$ cat src/rtl/adc_sport_pkg.sv
// Shared constants of the dual-channel serial read port.
// Assumes: every module of the block takes its defaults from here.
package adc_sport_pkg;
    localparam int unsigned RES_W       = 12; // bits per channel result
    localparam int unsigned CONV_CYCLES = 20; // conversion length in clk cycles
    localparam int unsigned SYNC_STAGES = 2;  // synchroniser depth
endpackage

$ cat src/rtl/sport_sync.sv
// Multi-bit synchroniser with falling-edge detection.
// Assumes: inputs are asynchronous, idle high, and each bit is independent.
module sport_sync #(
    parameter int unsigned WIDTH  = 3,
    parameter int unsigned STAGES = adc_sport_pkg::SYNC_STAGES
) (
    input  logic             clk,
    input  logic             rst_n,
    input  logic [WIDTH-1:0] d,
    output logic [WIDTH-1:0] lvl,
    output logic [WIDTH-1:0] fell
);
    logic [STAGES-1:0][WIDTH-1:0] stg;
    logic [WIDTH-1:0]             prev;

    // shift raw inputs through the synchroniser chain
    always_ff @(posedge clk) begin
        if (!rst_n) begin
            stg <= '1;
        end else begin
            stg[0] <= d;
            for (int s = 1; s < STAGES; s++) stg[s] <= stg[s-1];
        end
    end

    assign lvl = stg[STAGES-1];

    // remember last synchronised level for edge detection
    always_ff @(posedge clk) begin
        if (!rst_n) prev <= '1;
        else        prev <= lvl;
    end

    assign fell = prev & ~lvl;
endmodule

$ cat src/rtl/conv_ctrl.sv
// Conversion timer: samples both channels on an accepted start edge,
// keeps busy high for CONV_CYCLES cycles, then publishes the samples.
// Assumes: start_fell is a single-cycle pulse in the clk domain.
module conv_ctrl #(
    parameter int unsigned RES_W       = adc_sport_pkg::RES_W,
    parameter int unsigned CONV_CYCLES = adc_sport_pkg::CONV_CYCLES,
    localparam int unsigned CW         = $clog2(CONV_CYCLES + 1)
) (
    input  logic             clk,
    input  logic             rst_n,
    input  logic             start_fell,
    input  logic [RES_W-1:0] chan_a_in,
    input  logic [RES_W-1:0] chan_b_in,
    output logic             busy,
    output logic [CW-1:0]    conv_left,
    output logic [RES_W-1:0] res_a,
    output logic [RES_W-1:0] res_b
);
    logic [RES_W-1:0] held_a, held_b;

    // accept start when idle, count down, publish on completion
    always_ff @(posedge clk) begin
        if (!rst_n) begin
            busy      <= 1'b0;
            conv_left <= '0;
            held_a    <= '0;
            held_b    <= '0;
            res_a     <= '0;
            res_b     <= '0;
        end else if (start_fell && !busy) begin
            busy      <= 1'b1;
            conv_left <= CW'(CONV_CYCLES - 1);
            held_a    <= chan_a_in;
            held_b    <= chan_b_in;
        end else if (busy) begin
            if (conv_left == '0) begin
                busy  <= 1'b0;
                res_a <= held_a;
                res_b <= held_b;
            end else begin
                conv_left <= conv_left - 1'b1;
            end
        end
    end
endmodule

$ cat src/rtl/serial_frame.sv
// Select-framed serializer: counts serial clock falling edges inside a frame
// and drives, per pin, its own result then the other channel's result.
// Assumes: cs_lvl and edge pulses are already synchronised to clk.
module serial_frame #(
    parameter int unsigned RES_W = adc_sport_pkg::RES_W,
    localparam int unsigned FRAME = 2 * RES_W,
    localparam int unsigned CW    = $clog2(FRAME + 1),
    localparam int unsigned IW    = (RES_W > 1) ? $clog2(RES_W) : 1
) (
    input  logic             clk,
    input  logic             rst_n,
    input  logic             cs_lvl,
    input  logic             cs_fell,
    input  logic             sclk_fell,
    input  logic [RES_W-1:0] res_a,
    input  logic [RES_W-1:0] res_b,
    output logic [CW-1:0]    bit_cnt,
    output logic [1:0]       dout,
    output logic [1:0]       oe
);
    logic [CW-1:0] sel;

    // count qualified clock edges within a frame, saturating at FRAME
    always_ff @(posedge clk) begin
        if (!rst_n)                   bit_cnt <= '0;
        else if (cs_lvl || cs_fell)   bit_cnt <= '0;
        else if (sclk_fell && bit_cnt < CW'(FRAME))
                                      bit_cnt <= bit_cnt + 1'b1;
    end

    // bit position inside the current half of the frame
    always_comb begin
        if (bit_cnt < CW'(RES_W)) sel = CW'(RES_W - 1) - bit_cnt;
        else                      sel = CW'(FRAME - 1) - bit_cnt;
    end

    for (genvar g = 0; g < 2; g++) begin : g_pin
        logic [RES_W-1:0] own, oth;
        logic             bitv;
        assign own = (g == 0) ? res_a : res_b;
        assign oth = (g == 0) ? res_b : res_a;

        // pick own result, then the other channel, then zero
        always_comb begin
            if (bit_cnt < CW'(RES_W))      bitv = own[sel[IW-1:0]];
            else if (bit_cnt < CW'(FRAME)) bitv = oth[sel[IW-1:0]];
            else                           bitv = 1'b0;
        end

        assign oe[g]   = ~cs_lvl;
        assign dout[g] = ~cs_lvl & bitv;
    end
endmodule

$ cat src/rtl/dual_adc_sport.sv
// Top of the dual-channel serial read port: synchroniser, conversion timer
// and serializer. Assumes asynchronous start, select and serial clock inputs.
module dual_adc_sport #(
    parameter int unsigned RES_W       = adc_sport_pkg::RES_W,
    parameter int unsigned CONV_CYCLES = adc_sport_pkg::CONV_CYCLES,
    localparam int unsigned CCW        = $clog2(CONV_CYCLES + 1),
    localparam int unsigned BCW        = $clog2(2 * RES_W + 1)
) (
    input  logic             clk,
    input  logic             rst_n,
    input  logic             start_n,
    input  logic [RES_W-1:0] chan_a_in,
    input  logic [RES_W-1:0] chan_b_in,
    input  logic             sel_n,
    input  logic             sclk,
    output logic             busy,
    output logic             dout_a,
    output logic             dout_a_oe,
    output logic             dout_b,
    output logic             dout_b_oe
);
    logic [2:0]       s_lvl, s_fell;
    logic             start_fell, cs_lvl, cs_fell, sclk_fell;
    logic [CCW-1:0]   conv_left;
    logic [BCW-1:0]   bit_cnt;
    logic [RES_W-1:0] res_a, res_b;
    logic [1:0]       dout, oe;

    sport_sync #(.WIDTH(3)) u_sync (
        .clk(clk), .rst_n(rst_n), .d({sclk, sel_n, start_n}),
        .lvl(s_lvl), .fell(s_fell)
    );

    assign start_fell = s_fell[0];
    assign cs_lvl     = s_lvl[1];
    assign cs_fell    = s_fell[1];
    assign sclk_fell  = s_fell[2];

    conv_ctrl #(.RES_W(RES_W), .CONV_CYCLES(CONV_CYCLES)) u_conv (
        .clk(clk), .rst_n(rst_n), .start_fell(start_fell),
        .chan_a_in(chan_a_in), .chan_b_in(chan_b_in),
        .busy(busy), .conv_left(conv_left), .res_a(res_a), .res_b(res_b)
    );

    serial_frame #(.RES_W(RES_W)) u_frame (
        .clk(clk), .rst_n(rst_n), .cs_lvl(cs_lvl), .cs_fell(cs_fell),
        .sclk_fell(sclk_fell), .res_a(res_a), .res_b(res_b),
        .bit_cnt(bit_cnt), .dout(dout), .oe(oe)
    );

    assign dout_a    = dout[0];
    assign dout_b    = dout[1];
    assign dout_a_oe = oe[0];
    assign dout_b_oe = oe[1];
endmodule

$ cat config.mk
export PLATFORM = sky130hd
export DESIGN_NAME = dual_adc_sport
export DESIGN_NICKNAME = d
export VERILOG_FILES = /design/src/rtl/adc_sport_pkg.sv /design/src/rtl/sport_sync.sv /design/src/rtl/conv_ctrl.sv /design/src/rtl/serial_frame.sv /design/src/rtl/dual_adc_sport.sv
export SDC_FILE = /design/constraint.sdc
export NUM_CORES = 1
export LEC_CHECK = 0
export BUFFER_PORTS_ARGS = -buffer_cell sky130_fd_sc_hd__buf_2
export CAP_MARGIN = 10
export CELL_PAD_IN_SITES_DETAIL_PLACEMENT = 2
export CELL_PAD_IN_SITES_GLOBAL_PLACEMENT = 2
export CORE_MARGIN = 10
export CORE_UTILIZATION = 38
export DETAILED_ROUTE_END_ITERATION = 6
export PLACE_DENSITY_LB_ADDON = 0.1
export SYNTH_ARGS = -nofsm -noshare
export SYNTH_HDL_FRONTEND = slang
export SYNTH_SLANG_ARGS = --single-unit
$ cat constraint.sdc
create_clock -name clk -period 3.3 [get_ports clk]
set_input_delay 0 -clock clk [delete_from_list [all_inputs] [get_ports clk]]
set_output_delay 0 -clock clk [all_outputs]
set_load 0.005 [all_outputs]
# Yosys cells after proc, flatten, opt, wreduce, memory -nomap -nowiden
# Index checks and enable logic that the tools add are counted.
# op_classes
n_reduce_logical,11
muxes,15
eq_ne,1
order_cmp,3
bitwise_logic,8
n_addsub,4
# op_table
op,n
$mux W5,3
$mux W1,9
$bmux W1 S4,2
$add A5 B1 Y5 const B,1
$logic_not A5 Y1,1
$lt A4 B5 Y1 const B,1
$lt A5 B4 Y1 const B,1
$lt A5 B5 Y1 const B,1
$sub A5 B1 Y5 const B,1
$mux W4,1
$not A1 Y1,4
$reduce_and A2 Y1,2
$reduce_or A2 Y1,2
$sub A3 B4 Y4 const A,1
$sub A4 B4 Y4 const A,1
$and A3 B3 Y3,1
$not A3 Y3,1
$reduce_and A3 Y1,1
$and A1 B1 Y1,2
$logic_and A1 B1 Y1,2
$ne A2 B1 Y1 const B,1
$reduce_bool A2 Y1,1
$logic_not A1 Y1,1
$logic_or A1 B1 Y1,1
# totals
wordCells,53
regBits,68
inputBits,29
output_inout_bits,5

# Longest topological paths before layout
# logic_depth
ltp_word,7
depth_mapped,8
ltp_nobuf,6

# By module
# From an unflattened synthesis, not the netlist that was laid out.
# unflattened
hier_cells,324
hier_area_um2,2915.3
# by_module_without_submodules
module,instances,seq_area_each_um2,cells_per_inst,area_each_um2
conv_ctrl,1,1081.0,242,2083.2
serial_frame,1,100.1,58,554.3
sport_sync,1,180.2,24,277.8

# Worst setup path after synthesis
# No wires, ideal clock.
# synth_timing
path_type,reg-to-reg
from,reg u_conv.conv_left[0]
to,reg u_conv.conv_left[0]
setup_slack_ns,1.688
t_arrival_ns,1.496
path_stages_with_launch,7
period_less_slack_ns,1.612
required_ns,3.184
path_buffers,0
setup_ns,0.116
path_cell_list,dfxtp_1 > inv_1 > ha_1 > or3b_1 > o21a_1 > or2_0 > o211a_1
# synth_between
elab_chain_cells,4
word_cells_on_any_way,7
cone_classes,add/sub (1); eq/ne (1); mux (3); reduce/logical (2)
# synth_rtl
item,line_no,rtl
from (decl),conv_ctrl.sv:15,"output logic [CW-1:0] conv_left,"
from (signal assigned),conv_ctrl.sv:32,conv_left <= CW'(CONV_CYCLES - 1);
from (signal assigned),conv_ctrl.sv:41,conv_left <= conv_left - 1'b1;
$sub A5 B1 Y5,conv_ctrl.sv:41,
$mux W5,conv_ctrl.sv:36,if (conv_left == '0) begin
$mux W5,conv_ctrl.sv:35,end else if (busy) begin
$mux W5,conv_ctrl.sv:30,end else if (start_fell && !busy) begin
# Parallel ways exist; a longest one is shown, timed or not. The select of a mux whose other input is x is not followed.
# A chain may end at the register's enable or synchronous reset.

# Worst setup path after layout
# layout_timing
from,reg u_frame.bit_cnt[2]
to,out dout_a
# layout_between
elab_chain_cells,7
word_cells_on_any_way,12
cone_classes,add/sub (2); order compare (2); mux (7); bitwise (1)
# layout_rtl
item,line_no,rtl
from (decl),serial_frame.sv:17,"output logic [CW-1:0] bit_cnt,"
from (signal assigned),serial_frame.sv:28,bit_cnt <= bit_cnt + 1'b1;
"$sub A3 B4 Y4, or another cell as far along",serial_frame.sv:34,else sel = CW'(FRAME - 1) - bit_cnt;
$mux W4,serial_frame.sv:33,if (bit_cnt < CW'(RES_W)) sel = CW'(RES_W - 1) - bit_cnt;
$bmux W1 S4,serial_frame.sv:46,else if (bit_cnt < CW'(FRAME)) bitv = oth[sel[IW-1:0]];
$mux W1 (not written as such),serial_frame.sv:46,
$mux W1,serial_frame.sv:46,
$mux W1 (*),serial_frame.sv:45,if (bit_cnt < CW'(RES_W)) bitv = own[sel[IW-1:0]];
$and A1 B1 Y1 (*),serial_frame.sv:51,assign dout[g] = ~cs_lvl & bitv;
to (decl),dual_adc_sport.sv:17,"output logic dout_a,"
# Mark *: on every way between the ends. The rest lies on a longest branch, timed or not. The select of a mux whose other input is x is not followed.

==> summary.txt <==
Yosys
  • Netlist cell types: 40
  • Top cell type's share of synthesized area: 0.474
  • Warnings, synthesis: 0
  • Synthesized instance count: 318
  • Post-synthesis register bit count: 68
  • Sequential area share after synthesis: 0.474
  • Area contributors post-synth: dfxtp_1, nand2_1, a21boi_0
  • Post-synthesis async set-or-reset flop share: 0
  • Mapped Area: 2870 sq um
  • Largest area contributor in the netlist: dfxtp_1
  • Top FF cell, synth: dfxtp_1
  • Synthesized area per cell: 9.03 sq um
  • Most common cell in the synthesized netlist: nand2_1
  • EDFF count, synth: 0
  • Post-synth top cells: nand2_1, dfxtp_1, a21boi_0
  • Mapped Nets: 350

Floorplanning
  • Row Count: 31
  • I/O pin total: 34
  • Width of the die: 107 microns
  • Die Ht: 107 microns
  • Initial Util: 0.394
  • Core region area: 7290 sq um
  • Die ar.: 11400 sq um

Power and ir drop
  • Logic pwr share: 0.070
  • Flop pwr share: 0.523
  • Worst IR Drop VDD: 0.000177 V
  • Power Dens Cells: 463 nW/um^2
  • Internal: 1270 uW
  • NetSw: 363 uW
  • Net Sw Frac: 0.223
  • Clock share of power: 0.408
  • LEAKAGE: 0.00133 uW

Timing
  • Skew final: 8.66 ps
  • F_max: 0.434 GHz
  • Final Setup Violations: 0
  • RSZ-0062 raised after global routing: no
  • Min Tclk post-route: 2300 ps
  • Setup TNS: 0 ps
  • Slew Viols, Final: 0
  • Final Hold Fails: 0
  • Final cycle utilization of the critical path: 0.698
  • Minimum hold slack: 125 ps
  • Slew HR: 0.566
  • Worst slew pin tran: 648 ps

Global route
  • Initial antenna violation count: 0
  • First-pass GRT wire length: 14.0 mm
  • Total congestion overflow: 0
  • Tot GR Track Use: 0.150
  • Largest net degree at the start of global routing: 35
  • Via count of the first global-routing pass: 2759

Clock network
  • H-tree Lvls: 3
  • CTS Buffer Depth: 2
  • Root Buffer: clkbuf_8
  • Clock sinks: 68
  • Clock transition at path regs: 70 ps
  • CTS tree: done
  • Clock Latency Late Sink: 330 ps
  • CTS Buf Count: 9

Setup path
  • Crit path max fanout: 10
  • Critical Path Source Type: flop
  • Critical path required time: 3300 ps
  • Crit. End Element: output pin
  • CP Data Arrival Time: 2300 ps
  • Critical path class: flop to output pin

Drt
  • Routed wire per std cell: 17.0 microns
  • Initial DRC count: 70
  • Vias per cell: 5.01
  • Post-route ant nets: 0
  • DRT Wirelength: 8.04 mm
  • Via Count: 2377
  • Drt first pass iters: 4
  • # DRC: 0

Cells and area
  • Area of the multi-input gates: 1380 sq um
  • Synth-to-layout area growth: 22.7%
  • Share of layout cells above drive strength 1: 0.152
  • Diode count: 0
  • Seq. cell area: 1360 sq um
  • Number of fillers in the final layout: 817
  • Nets: 403

Placement
  • Port Buf Inserts: 33
  • Final RePlAce weighted congestion: 0.875
  • DP HPWL: 5.04 mm

Outcome
  • Status: finished, final reports clean

Flow run
  • Max cap viols: 0

Worst hold path
  • Hold crit path type: primary input to flop
## worst paths after layout
path | startpoint | endpoint | slack (ps) | depth (start not counted)
min | rst_n | u_sync.prev[2] | 130 | 2
max | u_frame.bit_cnt[2] | dout_a | 1000 | 6
max reg2reg | u_conv.conv_left[0] | u_conv.conv_left[0] | 1540 | 6
min reg2reg | u_sync.stg[1] | u_sync.lvl[1] | 430 | 1
## power by group through the flow
stage | logic [uW] | registers (uW) | clock network, uW
CTS | 112 | 851 | 689
finish | 114 | 851 | 664
floorplan | 55.8 | 866 | 0
detailed placement | 87.3 | 870 | 0
global placement | 84.0 | 869 | 0
global route | 128 | 853 | 724
## flip-flops by register name, indices dropped and copies added (netlist names)
name              count
u_conv.held_b        12
u_frame.bit_cnt       5
u_sync.prev           3
u_conv.res_a         12
u_conv.conv_left      5
u_conv.busy           1
u_conv.res_b         12
u_sync.stg            3
u_conv.held_a        12
u_sync.lvl            3
## logic make-up after synthesis
logic type	synth area share
and+or+nand+nor	0.218
AOI/OAI and AO/OA	0.180
DFF	0.474
buffers and inverters	0.0453
muxes	0.0532
xor gates and xnor gates	0.0153
adders and majority gates	0.0131
## area by class of cell
class	count	share of cell area
multi-input combinational	225	0.392
timing repair buffer	63	0.130
tap	99	0.0352
inverter	4	0.00426
sequential	68	0.387
clock buffer	13	0.0423
clock inverter	2	0.00995
## cells in the final DEF, fill, tap and decap left out, types with 2 or more instances in the layout
cell and n:
nor2b_1 4, clkbuf_8 10, a31oi_1 2, a21boi_1 10, or3b_2 2, nor2_1 11, nand2_1 102, o211a_1 4
ha_1 3, a21boi_0 42, nand2b_1 8, xor2_1 3, buf_4 3, clkbuf_1 3, and2_1 2, mux4_2 4
o32ai_1 4, a21oi_1 3, dlygate4sd3_1 27, inv_1 4, dfxtp_1 68, xnor2_1 2, mux4_1 2, buf_2 33
## per-stage QoR
step,std cells,power [uW],setup WS (ps),cell area [sq um],util
3_5_place_dp,432,957,1380,3070,0.421
3_3_place_gp,432,953,1500,3070,0.421
4_1_cts,474,1650,1010,3520,0.483
6_report,474,1630,997,3520,0.483
2_1_floorplan,318,921,1690,2870,-
5_1_grt,474,1710,824,3520,0.483
## routing by layer
metal / global-route usage / vias to the layer above / part of all wire
li1: - / 1166 / -
met1: 0.170 / 1175 / 0.43
met2: 0.274 / 28 / 0.52
met3: 0.0317 / 8 / 0.031
met4: 0.0493 / 0 / 0.010
met5: 0 / - / 0
## what timing repair did
action,in CTS,in global routing
resized for setup,0,0
hold buffers,27,0
setup buffers,0,0
hold endpoints to repair,27,0
## critical path: stages, from the launching register on
cell and delay, ps:
dfxtp_1 500, ha_1 310, or3_1 330, a21boi_0 350, o32ai_1 150, a21oi_1 190
buf_2 140
Power figures use the tool's default switching activity.
